## config.mk

```make
export PLATFORM = sky130hd
export DESIGN_NAME = fifo_rdy_top
export DESIGN_NICKNAME = d
export VERILOG_FILES = /design/src/rtl/fifo_rdy_pkg.sv /design/src/rtl/fifo_rdy_dpath.sv /design/src/rtl/fifo_rdy_ctrl.sv /design/src/rtl/fifo_rdy_top.sv
export SDC_FILE = /design/constraint.sdc
export NUM_CORES = 1
export LEC_CHECK = 0
export BUFFER_PORTS_ARGS = -buffer_cell sky130_fd_sc_hd__buf_4
export CORE_UTILIZATION = 43
export CTS_CLUSTER_SIZE = 14
export DETAILED_ROUTE_END_ITERATION = 6
export HOLD_SLACK_MARGIN = 0.1
export PLACE_DENSITY = 0.67
export SLEW_MARGIN = 20
export SYNTH_ARGS = -nofsm -noshare
export SYNTH_HDL_FRONTEND = slang
export SYNTH_SLANG_ARGS = --single-unit
```

## constraint.sdc

```tcl
create_clock -name clk -period 9.5 [get_ports clk]
set_clock_uncertainty 0.15 [all_clocks]
set_input_delay 1.9 -clock clk [delete_from_list [all_inputs] [get_ports clk]]
set_output_delay 1.9 -clock clk [all_outputs]
set_load 0.005 [all_outputs]
```

## src/rtl/fifo_rdy_pkg.sv

```systemverilog
package fifo_rdy_pkg;

  // Strobes from the control to the datapath, one set per clock edge.
  typedef struct packed {
    logic rxWr;
    logic rxRd;
    logic rxClr;
    logic txInc;
    logic txDec;
    logic txClr;
  } fifoStrobeT;

  localparam int TRIG_A = 1;
  localparam int TRIG_B = 4;
  localparam int TRIG_C = 8;
  localparam int TRIG_D = 14;

  function automatic int trigBytes(input logic [1:0] sel);
    case (sel)
      2'b00:   return TRIG_A;
      2'b01:   return TRIG_B;
      2'b10:   return TRIG_C;
      default: return TRIG_D;
    endcase
  endfunction

endpackage

```

## src/rtl/fifo_rdy_dpath.sv

```systemverilog
module fifo_rdy_dpath
  import fifo_rdy_pkg::*;
#(
  parameter int DEPTH = 16,
  parameter int DW    = 8,
  localparam int LW   = $clog2(DEPTH + 1),
  localparam int AW   = (DEPTH > 1) ? $clog2(DEPTH) : 1
) (
  input  logic          clk,
  input  logic          rstN,
  input  fifoStrobeT    strb,
  input  logic [DW-1:0] rxIn,
  output logic [DW-1:0] rxData,
  output logic [LW-1:0] rxLevel,
  output logic [LW-1:0] txLevel
);

  logic [DW-1:0] mem [DEPTH];
  logic [AW-1:0] wrPtr, rdPtr;

  function automatic logic [AW-1:0] bump(input logic [AW-1:0] p);
    return (p == AW'(DEPTH - 1)) ? '0 : p + AW'(1);
  endfunction

  always_ff @(posedge clk) begin
    if (strb.rxWr && !strb.rxClr) mem[wrPtr] <= rxIn;
  end

  always_ff @(posedge clk or negedge rstN) begin
    if (!rstN) begin
      wrPtr   <= '0;
      rdPtr   <= '0;
      rxLevel <= '0;
    end else if (strb.rxClr) begin
      wrPtr   <= '0;
      rdPtr   <= '0;
      rxLevel <= '0;
    end else begin
      if (strb.rxWr) wrPtr <= bump(wrPtr);
      if (strb.rxRd) rdPtr <= bump(rdPtr);
      rxLevel <= rxLevel + LW'(strb.rxWr) - LW'(strb.rxRd);
    end
  end

  always_ff @(posedge clk or negedge rstN) begin
    if (!rstN)             txLevel <= '0;
    else if (strb.txClr)   txLevel <= '0;
    else                   txLevel <= txLevel + LW'(strb.txInc) - LW'(strb.txDec);
  end

  assign rxData = mem[rdPtr];

endmodule

```

## src/rtl/fifo_rdy_ctrl.sv

```systemverilog
module fifo_rdy_ctrl
  import fifo_rdy_pkg::*;
#(
  parameter int DEPTH = 16,
  localparam int LW   = $clog2(DEPTH + 1)
) (
  input  logic          clk,
  input  logic          rstN,
  input  logic          fifoEn,
  input  logic          dmaMode,
  input  logic [1:0]    trigSel,
  input  logic          rxFlush,
  input  logic          txFlush,
  input  logic          rxPush,
  input  logic          rxPop,
  input  logic          txPush,
  input  logic          txPop,
  input  logic          charTimeout,
  input  logic [LW-1:0] rxLevel,
  input  logic [LW-1:0] txLevel,
  output fifoStrobeT    strb,
  output logic          rxReadyN,
  output logic          txReadyN,
  output logic          trigReached,
  output logic          rxOverrun
);

  logic          enQ, dropAll, burst;
  logic          rxHold, txFullHold;
  logic [LW-1:0] cap, thresh, rxNext, txNext;

  assign cap     = fifoEn ? LW'(DEPTH) : LW'(1);
  assign thresh  = LW'(trigBytes(trigSel));
  assign dropAll = enQ && !fifoEn;
  assign burst   = fifoEn && dmaMode;

  always_comb begin
    strb       = '0;
    strb.rxClr = rxFlush || dropAll;
    strb.txClr = txFlush || dropAll;
    strb.rxRd  = rxPop && (rxLevel != '0);
    strb.rxWr  = rxPush && (rxLevel < cap);
    strb.txDec = txPop && (txLevel != '0);
    strb.txInc = txPush && (txLevel < cap);
  end

  assign rxNext = strb.rxClr ? '0 : rxLevel + LW'(strb.rxWr) - LW'(strb.rxRd);
  assign txNext = strb.txClr ? '0 : txLevel + LW'(strb.txInc) - LW'(strb.txDec);

  always_ff @(posedge clk or negedge rstN) begin
    if (!rstN) begin
      enQ        <= 1'b0;
      rxHold     <= 1'b0;
      txFullHold <= 1'b0;
      rxOverrun  <= 1'b0;
    end else begin
      enQ       <= fifoEn;
      rxOverrun <= rxPush && !strb.rxClr && (rxLevel >= cap);
      rxHold    <= (rxNext != '0) && (rxHold || charTimeout || rxNext >= thresh);
      if (txNext == LW'(DEPTH))  txFullHold <= 1'b1;
      else if (txNext == '0)     txFullHold <= 1'b0;
    end
  end

  assign trigReached = fifoEn && (rxLevel >= thresh);
  assign rxReadyN    = burst ? !rxHold    : (rxLevel == '0);
  assign txReadyN    = burst ? txFullHold : (txLevel != '0);

endmodule

```

## src/rtl/fifo_rdy_top.sv

```systemverilog
module fifo_rdy_top
  import fifo_rdy_pkg::*;
#(
  parameter int DEPTH = 16,
  parameter int DW    = 8,
  localparam int LW   = $clog2(DEPTH + 1)
) (
  input  logic          clk,
  input  logic          rstN,
  input  logic          fifoEn,
  input  logic          dmaMode,
  input  logic [1:0]    trigSel,
  input  logic          rxFlush,
  input  logic          txFlush,
  input  logic          rxPush,
  input  logic [DW-1:0] rxIn,
  input  logic          rxPop,
  input  logic          txPush,
  input  logic          txPop,
  input  logic          charTimeout,
  output logic [DW-1:0] rxData,
  output logic [LW-1:0] rxLevel,
  output logic [LW-1:0] txLevel,
  output logic          rxReadyN,
  output logic          txReadyN,
  output logic          trigReached,
  output logic          rxOverrun
);

  fifoStrobeT strb;

  fifo_rdy_ctrl #(.DEPTH(DEPTH)) u_ctrl (
    .clk(clk), .rstN(rstN), .fifoEn(fifoEn), .dmaMode(dmaMode), .trigSel(trigSel),
    .rxFlush(rxFlush), .txFlush(txFlush), .rxPush(rxPush), .rxPop(rxPop),
    .txPush(txPush), .txPop(txPop), .charTimeout(charTimeout),
    .rxLevel(rxLevel), .txLevel(txLevel), .strb(strb),
    .rxReadyN(rxReadyN), .txReadyN(txReadyN), .trigReached(trigReached),
    .rxOverrun(rxOverrun)
  );

  fifo_rdy_dpath #(.DEPTH(DEPTH), .DW(DW)) u_dpath (
    .clk(clk), .rstN(rstN), .strb(strb), .rxIn(rxIn),
    .rxData(rxData), .rxLevel(rxLevel), .txLevel(txLevel)
  );

endmodule

```

==> flow_summary.json, run 1 <==
{
  "min_period_ps": 5170,
  "cts_tree": "yes",
  "postCtsHoldBufs": 0,
  "grt-ovfl-total": 0,
  "area_growth_pct": 15.5,
  "viasPerCell": 5.24,
  "ctsResizeCount": 0,
  "status": "finished clean",
  "hpwlAfterDp_um": 8500,
  "max_stage_delay_ps": 250,
  "setup_viol": 0,
  "worstPathRequired_ps": 7450,
  "finalNonFillerCells": 712,
  "n_antenna_cell": 0,
  "synth_nets": 498,
  "worst_slew_pin_slew_ps": 1000,
  "n_fill_cell": 1276,
  "grt_pass1_vias": 3774,
  "multiInputGateArea_um2": 2160,
  "wirelength_um": 12800,
  "maxSlewHeadroom_pct": 33.3,
  "place_inst": 680,
  "synth_cell_types": 46,
  "synthCells": 443,
  "crit_chain": "buf_4 -> nor2_1 -> ha_1 -> nand2b_1 -> a21oi_1 -> nor2b_1 -> o21ai_0 -> a21oi_1 -> buf_4",
  "clock_path_buffers": 2,
  "place.gp.congestion": 0.788,
  "drive_gt1_share_pct": 21.8,
  "initial_core_util_pct": 44.3,
  "min_from": "u_ctrl.txFullHold$_DFFE_PN0P_",
  "max-vdd-ir-drop_mv": 0.113,
  "htree_num_levels": 4,
  "placed_area_um2": 7240,
  "core_um2": 15300,
  "fp-row-count": 45,
  "dieArea_um2": 16200,
  "clockRootBuffer": "clkbuf_16",
  "synth_seq_cells": 150,
  "die_w_um": 127,
  "grt_max_degree": 54,
  "hold_viol": 0,
  "wire_per_inst_um": 18.0,
  "final_area_um2": 7810,
  "critPathMaxFanout": 3,
  "hold_path_end": "u_ctrl.txFullHold$_DFFE_PN0P_",
  "yosysWarnings": 0,
  "crit_path_end_kind": "primary output",
  "cts.sinks": 150,
  "route.detailed.drc": 0,
  "worst_setup_path_start_kind": "primary input",
  "nets": 543,
  "r2r-end": "u_ctrl.rxHold$_DFF_PN0_",
  "fp.dieH_um": 127,
  "numCtsBuffers": 17,
  "track_usage_pct": 17.2,
  "clock_latency_ps": 410,
  "powerDensity_nw_per_um2": 232,
  "cp.arrival_ps": 3120,
  "drt-initial-drc-count": 335,
  "ff_latch_area_um2": 4400,
  "cp_num_buf_inv": 2,
  "ant_nets": 0,
  "reg2reg_from": "u_dpath.rxLevel[2]$_DFF_PN0_",
  "rsz0062_at_grt": "false",
  "post-cts-setup-buffers": 0,
  "period_share_pct": 54.4,
  "max_freq_mhz": 194,
  "grt_pass1_wl_um": 20600,
  "cellLeakagePower_uw": 0.00281,
  "fin_tns_setup_ps": 0,
  "port_buffers": 42,
  "drt-pass1-iter-count": 7,
  "whs_ps": 390,
  "drv_cap": 0,
  "holdPathStages": 1,
  "clkTransAtPathRegs_ps": 60,
  "synth.avg_cell_area_um2": 15.3,
  "r2r_slack_ps": 5650,
  "antenna_found_initial": 0,
  "maxSlewViolCount": 0,
  "crit_family": "compound AO/OA/AOI/OAI gates",
  "min_path_type": "reg2reg",
  "r2r_cells": 15,
  "path_class": "in2out",
  "vias": 3730,
  "ioPinCount": 43,
  "cpMaxStageDelayCell": "ha_1",
  "synth-seq-area-share_pct": 65.0,
  "syn_area_um2": 6760
}
[Yosys cell counts, drive strengths merged]
| cell type | count | area share (%) |
|---|---|---|
| a2111oi | 1 | 0.13 |
| a21oi | 20 | 1.5 |
| a221oi | 8 | 1.0 |
| a22oi | 8 | 0.89 |
| a311o | 1 | 0.17 |
| a31oi | 4 | 0.37 |
| and2 | 17 | 1.6 |
| and3 | 4 | 0.37 |
| and4b | 1 | 0.15 |
| buf | 13 | 1.4 |
| clkbuf | 5 | 0.28 |
| dfrtp | 22 | 8.1 |
| edfxtp | 128 | 57 |
| fa | 2 | 0.59 |
| ha | 32 | 5.9 |
| inv | 24 | 1.3 |
| mux2 | 9 | 1.5 |
| mux2i | 27 | 4.0 |
| mux4 | 16 | 5.3 |
| nand2 | 19 | 1.1 |
| nand2b | 4 | 0.48 |
| nand3 | 3 | 0.41 |
| nand4 | 3 | 0.28 |
| nor2 | 18 | 1.0 |
| nor2b | 6 | 0.59 |
| nor3 | 3 | 0.22 |
| nor3b | 2 | 0.30 |
| nor4 | 1 | 0.093 |
| nor4b | 2 | 0.26 |
| o21ai | 25 | 2.0 |
| o21bai | 2 | 0.22 |
| o22ai | 1 | 0.093 |
| or2 | 2 | 0.18 |
| or4 | 1 | 0.11 |
| xnor2 | 4 | 0.52 |
| xor2 | 5 | 0.65 |
[sequential cells by signal (all words and copies together), names as in the netlist]
register,count
u_ctrl.enQ,1
u_dpath.rxLevel,5
u_ctrl.rxOverrun,1
u_dpath.mem,128
u_dpath.rdPtr,4
u_dpath.txLevel,5
u_ctrl.rxHold,1
u_ctrl.txFullHold,1
u_dpath.wrPtr,4
[worst max-delay path by stage]
stage                from           to  slack [ps]  cells after the start
6_report       trigSel[0]  trigReached        4330                      9
5_1_grt        trigSel[0]  trigReached        4240                      9
4_1_cts        trigSel[0]  trigReached        4330                      9
3_5_place_dp   trigSel[0]  trigReached        4340                      9
3_3_place_gp   trigSel[0]  trigReached        4370                      9
2_1_floorplan  trigSel[0]  trigReached        4670                      7
[report_power, final]
group	internal, µW	switching, µW
registers	741	25.3
clock network	366	271
logic	199	213
[metrics by stage]
stage | setup slack [ps] | util (%) | total power (µW)
final | 4330 | 51.2 | 1820
after global routing | 4240 | 51.2 | 1900
after CTS | 4330 | 51.2 | 1830
after detailed placement | 4340 | 47.5 | 1190
after global placement | 4370 | 47.5 | 1180
after floorplan | 4670 | - | 1070
[per-layer routing]
metal / wire, µm / vias up / global-route usage (%)
met5: 0 / - / 0
met4: 98 / 0 / 6.86
met3: 498 / 9 / 2.89
met2: 6450 / 88 / 27.9
met1: 5750 / 1861 / 23.3
li1: - / 1772 / -
[cell families (layout without fill, tap and decap cells)]
logic type	Yosys count	after routing	share of synthesized area (%)
and+or+nand+nor	86	86	7.10
xor gates and xnor gates	9	9	1.17
adders and majority gates	34	34	6.51
buffers and inverters	42	100	3.02
AOI/OAI and AO/OA	70	70	6.40
muxes	52	52	10.8
DFF	150	150	65.0
[area by class of cell]
| cell class | count | area share, % |
|---|---|---|
| well taps | 211 | 3.38 |
| clock inverters | 15 | 1.83 |
| multi-input cells | 251 | 27.7 |
| clock buffers | 17 | 5.45 |
| inverters | 24 | 1.15 |
| repair buffers | 44 | 4.23 |
| flip-flops and latches | 150 | 56.3 |
[placed cells by master, fill, tap and decap left out, types with 2 or more instances in the layout]
cell type     n
inv_1        24
buf_4        44
mux4_2       16
xor2_1        5
a22oi_1       8
or2_2         2
ha_1         32
dfrtp_1      21
nand2_1      19
nor2_1       17
fa_1          2
clkinv_1      2
inv_6         5
a221oi_1      8
o21bai_1      2
clkinvlp_4    4
clkbuf_16    17
inv_8         2
a21oi_1      20
nand2b_1      3
o21ai_0      23
and3_1        4
nand3_1       2
nor3_1        3
nor2b_1       5
edfxtp_1    128
and2_1       17
nor4b_1       2
nand4_1       3
mux2i_1      27
a31oi_1       4
mux2_2        9
xnor2_1       4
Power figures use the tool's default switching activity.
==> inputs of run 2 (changes only) <==
--- a/config.mk
+++ b/config.mk
@@ -5,12 +5,13 @@
 export SDC_FILE = /design/constraint.sdc
 export NUM_CORES = 1
 export LEC_CHECK = 0
+export ABC_AREA = 1
 export BUFFER_PORTS_ARGS = -buffer_cell sky130_fd_sc_hd__buf_4
 export CORE_UTILIZATION = 43
 export CTS_CLUSTER_SIZE = 14
 export DETAILED_ROUTE_END_ITERATION = 6
 export HOLD_SLACK_MARGIN = 0.1
-export PLACE_DENSITY = 0.67
+export PLACE_DENSITY = 0.69
 export SLEW_MARGIN = 20
 export SYNTH_ARGS = -nofsm -noshare
 export SYNTH_HDL_FRONTEND = slang
==> constraint.sdc (replaced) <==
create_clock -name clk -period 4.1 [get_ports clk]
set_clock_uncertainty 0.15 [all_clocks]
set_input_delay 0.82 -clock clk [delete_from_list [all_inputs] [get_ports clk]]
set_output_delay 0.82 -clock clk [all_outputs]
set_load 0.005 [all_outputs]
==> run 2 against run 1 <==
Against the previous run:
- non-clock buffer count up 2
- routed wire length up 22%
- setup slack worse by 3500 ps
- critical path depth down 1
- combinational power rose to 2.9 times the previous value
- final area up 2.5%
- via count up 29%
- flip-flop and latch count unchanged
- register-to-register slack worse by 4800 ps
- sequential share of layout area down 1.4 points
==> flow_summary.json, run 2 <==
{
  "period_share_pct": 79.5,
  "numCtsBuffers": 17,
  "synth_nets": 705,
  "status": "finished clean",
  "hpwlAfterDp_um": 9960,
  "max-vdd-ir-drop_mv": 0.318,
  "maxSlewHeadroom_pct": 45.2,
  "route.detailed.drc": 0,
  "worst_slew_pin_slew_ps": 819,
  "drt-pass1-iter-count": 5,
  "utilization_pct": 50.6,
  "drt-initial-drc-count": 460,
  "crit_path_end_kind": "primary output",
  "synth-seq-area-share_pct": 63.1,
  "vias": 4795,
  "pre_cts_ws_ps": 709,
  "clock_latency_ps": 420,
  "cellLeakagePower_uw": 0.00320,
  "ant_nets": 0,
  "yosysTopAreaCell": "edfxtp_1",
  "synth_area_leaders": "edfxtp_1 55%, dfrtp_1 7.9%, nand2_1 7.8%",
  "grt_pass1_vias": 4562,
  "drive_gt1_share_pct": 12.5,
  "nets": 748,
  "grt-ovfl-total": 0,
  "rsz0062_at_grt": "false",
  "crit_family": "buffers and inverters",
  "ctsResizeCount": 0,
  "wire_per_inst_um": 16.9,
  "core_um2": 15800,
  "syn_area_um2": 6960,
  "powerDensity_nw_per_um2": 567,
  "hold_viol": 0,
  "setup_viol": 0,
  "grt_pass1_wl_um": 24300,
  "cts_tree": "yes",
  "yosysMostFrequentCell": "nand2_1",
  "max_freq_mhz": 307,
  "largest_reg_flops": 128,
  "path_class": "reg2out",
  "htree_num_levels": 4,
  "min_period_ps": 3260,
  "setup_ws_ps": 839,
  "clock_path_buffers": 2,
  "drv_cap": 0,
  "n_fill_cell": 1400,
  "viasPerCell": 5.21,
  "grt_max_degree": 68,
  "yosysWarnings": 0,
  "worstPathRequired_ps": 3130,
  "synth_top_flop_cell": "edfxtp_1",
  "initial_core_util_pct": 44.0,
  "cp_num_buf_inv": 2,
  "synth-async-reset-ratio_pct": 14.7,
  "cts.sinks": 150,
  "clkTransAtPathRegs_ps": 60,
  "synth.avg_cell_area_um2": 10.7,
  "ioPinCount": 43,
  "synth_seq_cells": 150,
  "track_usage_pct": 20.1,
  "dieArea_um2": 16700,
  "synth_commonest_cells": "144 x nand2_1, 128 x edfxtp_1, 84 x nor2_1, 50 x inv_1, 44 x nand3_1",
  "place.gp.congestion": 0.857,
  "port_buffers": 42,
  "cpMaxStageDelayCell": "inv_4",
  "crit_chain": "inv_4 -> nand2_1 -> nand3_1 -> nand2_1 -> a21oi_1 -> nand2_1 -> nand2_1 -> buf_4",
  "top_regs": "u_dpath.mem: 128 flops, u_dpath.rxLevel: 5 flops, u_dpath.txLevel: 5 flops",
  "max_stage_delay_ps": 510,
  "synthCells": 650,
  "synth_edf_count": 128,
  "min_path_type": "in2async",
  "synth_cell_types": 32,
  "antenna_found_initial": 0,
  "r2r_slack_ps": 880,
  "critPathMaxFanout": 67,
  "postCtsHoldBufs": 0,
  "area_growth_pct": 15.0,
  "fin_tns_setup_ps": 0,
  "final_cell_mix": "144 x nand2_1, 128 x edfxtp_1, 84 x nor2_1",
  "die_w_um": 129,
  "wirelength_um": 15600,
  "final_common_cell": "nand2_1",
  "worst_setup_path_start_kind": "register",
  "fp-row-count": 46,
  "yosysTopAreaCellShare_pct": 55.2,
  "fp.dieH_um": 129,
  "cp_common_cell": "nand2_1",
  "maxSlewViolCount": 0,
  "cp.arrival_ps": 2290,
  "n_antenna_cell": 0,
  "largest-register": "u_dpath.mem",
  "clockRootBuffer": "clkbuf_16",
  "post-cts-setup-buffers": 0
}
-- run 2: cell types whose count changed after synthesis, moves of 26 or more --
cell,change
nand2_1,+125
inv_1,+26
mux2i_1,-26
nand3_1,+42
nor2_1,+67
-- run 2: path summary, 6_finish.rpt --
path | to | from | depth (start not counted)
setup / recovery | rxData[0] | u_dpath.rdPtr[0]$_DFFE_PN0P_ | 8
hold / removal | u_ctrl.rxHold$_DFF_PN0_ | rstN | 1
setup reg to reg | u_ctrl.rxHold$_DFF_PN0_ | u_dpath.rxLevel[2]$_DFF_PN0_ | 20
hold reg to reg | u_ctrl.txFullHold$_DFFE_PN0P_ | u_ctrl.txFullHold$_DFFE_PN0P_ | 2
max in group asynchronous | u_dpath.rdPtr[0]$_DFFE_PN0P_ | rstN | 1
min in group clk | u_ctrl.txFullHold$_DFFE_PN0P_ | u_ctrl.txFullHold$_DFFE_PN0P_ | 2
-- run 2: metal layers --
metal	track usage [%]	routed length, µm	up-vias
met2	33.2	7580	151
met4	8.79	345	0
met5	0	0	-
met3	5.49	980	25
li1	-	-	2309
met1	24.6	6700	2310
-- run 2: area by class of cell --
cell class / instances / area, µm² / share of cell area (%)
sequential: 150 / 4400 / 54.9
multi-input combinational: 421 / 2200 / 27.4
clock buffer: 18 / 429 / 5.36
timing repair buffer: 46 / 345 / 4.31
tap: 216 / 270 / 3.38
inverter: 57 / 216 / 2.70
clock inverter: 13 / 153 / 1.91
-- run 2: stage by stage --
stage / cells / cell area (µm²) / hold slack, ps / power (µW)
global placement: 890 / 7420 / 333 / 2970
floorplan: 650 / 6960 / 295 / 2640
CTS: 921 / 8010 / 129 / 4570
global route: 921 / 8010 / 150 / 4800
finish: 921 / 8010 / 143 / 4540
detailed placement: 890 / 7420 / 349 / 3010
-- run 2: report_power, final --
group,switching (µW),leakage (µW),internal [µW]
registers,60.7,0.00144,1730
logic,741,0.00148,453
clock network,608,0.000282,951
-- run 2: cells by family (layout without fill, tap and decap cells) --
| kind of cell | count (synthesis) | after routing | share of synthesized area (%) |
|---|---|---|---|
| simple gates | 288 | 288 | 17.0 |
| flops | 150 | 150 | 63.1 |
| compound gates | 93 | 93 | 7.44 |
| buf+inv | 79 | 134 | 5.35 |
| fa+ha+maj | 34 | 34 | 6.32 |
| xor+xnor | 4 | 4 | 0.503 |
| mux | 2 | 2 | 0.305 |
-- run 2: worst register-to-register path: stages (launching register included) --
cell and delay, ps:
dfrtp_1 420, inv_1 140, ha_1 200, nand3_1 120
nand2_1 140, inv_1 80, ha_1 270, inv_1 40
ha_1 220, fa_1 490, inv_1 50, nor2_1 160
ha_1 250, nand2_1 70, nand2_1 50, nand2_1 50
nand2_1 40, nand2_1 50, nand2_1 40, nand2_1 60
nand2_1 40
==> inputs of run 3 (changes only) <==
--- a/config.mk
+++ b/config.mk
@@ -5,13 +5,13 @@
 export SDC_FILE = /design/constraint.sdc
 export NUM_CORES = 1
 export LEC_CHECK = 0
-export ABC_AREA = 1
+export ABC_AREA = 0
 export BUFFER_PORTS_ARGS = -buffer_cell sky130_fd_sc_hd__buf_4
 export CORE_UTILIZATION = 43
 export CTS_CLUSTER_SIZE = 14
 export DETAILED_ROUTE_END_ITERATION = 6
 export HOLD_SLACK_MARGIN = 0.1
-export PLACE_DENSITY = 0.69
+export PLACE_DENSITY = 0.67
 export SLEW_MARGIN = 20
 export SYNTH_ARGS = -nofsm -noshare
 export SYNTH_HDL_FRONTEND = slang
==> constraint.sdc (replaced) <==
create_clock -name clk -period 3.2 [get_ports clk]
set_clock_uncertainty 0.15 [all_clocks]
set_input_delay 0.64 -clock clk [delete_from_list [all_inputs] [get_ports clk]]
set_output_delay 0.64 -clock clk [all_outputs]
set_load 0.005 [all_outputs]
==> run 3 against run 2 <==
Against the previous run:
- flip-flop and latch count unchanged
- via count decreased by 20%
- count of clock-buffer cells in the layout unchanged
- worst hold slack improved by 180 ps
- total power increased by 25%
- sequential share of layout area decreased by 0.36 points
- global-route usage decreased by 2.4 points
- critical endpoint is now u_ctrl.rxHold$_DFF_PN0_
==> flow_summary.json, run 3 (synthesis results as in run 1) <==
{
  "max_freq_mhz": 321,
  "critPathMaxFanout": 3,
  "clkTransAtPathRegs_ps": 60,
  "largest_reg_flops": 128,
  "track_usage_pct": 17.6,
  "port_buffers": 42,
  "area_growth_pct": 19.2,
  "htree_num_levels": 4,
  "min_path_type": "in2reg",
  "use_met2_pct": 28.1,
  "ioPinCount": 43,
  "wirelength_um": 13200,
  "place.gp.congestion": 0.788,
  "cp.arrival_ps": 3240,
  "hold_viol": 0,
  "worst_slew_pin_slew_ps": 657,
  "placed_area_um2": 7390,
  "cellLeakagePower_uw": 0.00294,
  "cts_tree": "yes",
  "max-vdd-ir-drop_mv": 0.358,
  "setup_viol": 0,
  "drive_gt1_share_pct": 27.1,
  "final_common_cell": "edfxtp_1",
  "grt_pass1_vias": 3872,
  "ant_nets": 0,
  "rsz0062_at_grt": "true",
  "powerDensity_nw_per_um2": 703,
  "worstPathRequired_ps": 3320,
  "holdPathStages": 2,
  "die_w_um": 127,
  "worst_setup_path_start_kind": "register",
  "final_area_um2": 8060,
  "maxSlewHeadroom_pct": 56.2,
  "grt_use_met1_pct": 23.5,
  "grt-ovfl-total": 0,
  "initial_core_util_pct": 44.3,
  "fp-row-count": 45,
  "n_antenna_cell": 0,
  "r2r_cells": 14,
  "nets": 563,
  "crit_path_end_kind": "register",
  "vias": 3823,
  "drt-pass1-iter-count": 4,
  "hpwlAfterDp_um": 8920,
  "antenna_found_initial": 0,
  "dieArea_um2": 16200,
  "maxSlewViolCount": 0,
  "core_um2": 15300,
  "min_period_ps": 3120,
  "top_regs": "u_dpath.mem: 128 flops, u_dpath.rxLevel: 5 flops, u_dpath.txLevel: 5 flops",
  "fp.dieH_um": 127,
  "clock_path_buffers": 2,
  "use_met3_pct": 3.94,
  "viasPerCell": 5.22,
  "path_class": "reg2reg",
  "grt_max_degree": 38,
  "busiest_layer": "met2",
  "clockRootBuffer": "clkbuf_16",
  "status": "finished clean",
  "numCtsBuffers": 17,
  "cts.sinks": 150,
  "wire_per_inst_um": 18.1,
  "largest-register": "u_dpath.mem",
  "total_power_uw": 5670,
  "clock_latency_ps": 420,
  "drt-initial-drc-count": 279,
  "period_share_pct": 97.4,
  "drv_cap": 0,
  "route.detailed.drc": 0,
  "final_cell_mix": "128 x edfxtp_1, 62 x buf_4, 30 x ha_1",
  "grt_pass1_wl_um": 21000
}
==> run 3: cell types whose count changed in the layout (fill, tap and decap cells not counted), moves of 16 or more <==
cell,change
a21oi_1,-16
nand3_1,-42
buf_4,+16
mux4_2,+16
inv_1,-29
nand2_1,-125
mux2i_1,+26
nor2_1,-68
o21ai_0,-16
==> run 3: per-stage QoR <==
step | hold slack, ps | TNS, ps | setup WS, ps | util (%) | cells
floorplan | 194 | 0 | 2.18 | - | 443
global placement | 365 | -109 | -109 | 48.4 | 695
detailed placement | 371 | -255 | -255 | 48.4 | 695
CTS | 302 | -61.8 | -61.8 | 52.7 | 732
global route | 313 | -81.0 | -81.0 | 52.8 | 732
finish | 320 | 0 | 84.1 | 52.8 | 732
==> run 3: repair_timing <==
action	4_1_cts	5_1_grt
endpoints found under the hold margin	22	0
resized for setup	9	4
setup buffers	4	0
pin swaps	10	4
hold buffers	1	0
setup endpoints to repair	1	8
==> run 3: cell type report <==
cell class | instances | area (µm²)
inverters | 24 | 90.1
repair buffers | 64 | 495
well taps | 211 | 264
clock inverters | 14 | 163
flip-flops and latches | 150 | 4400
clock buffers | 18 | 429
multi-input cells | 251 | 2220
fillers | 1223 | 7200
==> run 3: critical path: stages (launching register included) <==
cell and delay (ps):
dfrtp_1 390, inv_2 80, ha_4 120, nor4b_4 220, nor2b_2 90, ha_1 290
inv_2 40, ha_4 160, fa_2 550, and2_1 180, ha_1 240, o21ai_0 70
a21oi_1 80, nor4_1 190, o22ai_1 110
==> run 3: routing by layer <==
layer  vias up  part of all wire, %
met5         -                    0
met4         0                  1.6
met3        14                  3.5
met2        71                   49
met1      1924                   46
li1       1814                    -
==> run 3: final timing paths <==
check,startpoint,to,slack [ps]
max,u_dpath.rxLevel[2]$_DFF_PN0_,u_ctrl.rxHold$_DFF_PN0_,80
min,fifoEn,u_ctrl.enQ$_DFF_PN0_,320
max reg2reg,u_dpath.rxLevel[2]$_DFF_PN0_,u_ctrl.rxHold$_DFF_PN0_,80
min reg2reg,u_ctrl.txFullHold$_DFFE_PN0P_,u_ctrl.txFullHold$_DFFE_PN0P_,380
max in group asynchronous,rstN,u_dpath.rxLevel[1]$_DFF_PN0_,2130
min in group asynchronous,rstN,u_dpath.rxLevel[0]$_DFF_PN0_,510
==> run 3: power breakdown <==
group / switching [µW] / internal, µW / total, µW
Clock: 812 / 1170 / 1980
Sequential: 72.4 / 2200 / 2270
Combinational: 684 / 724 / 1410
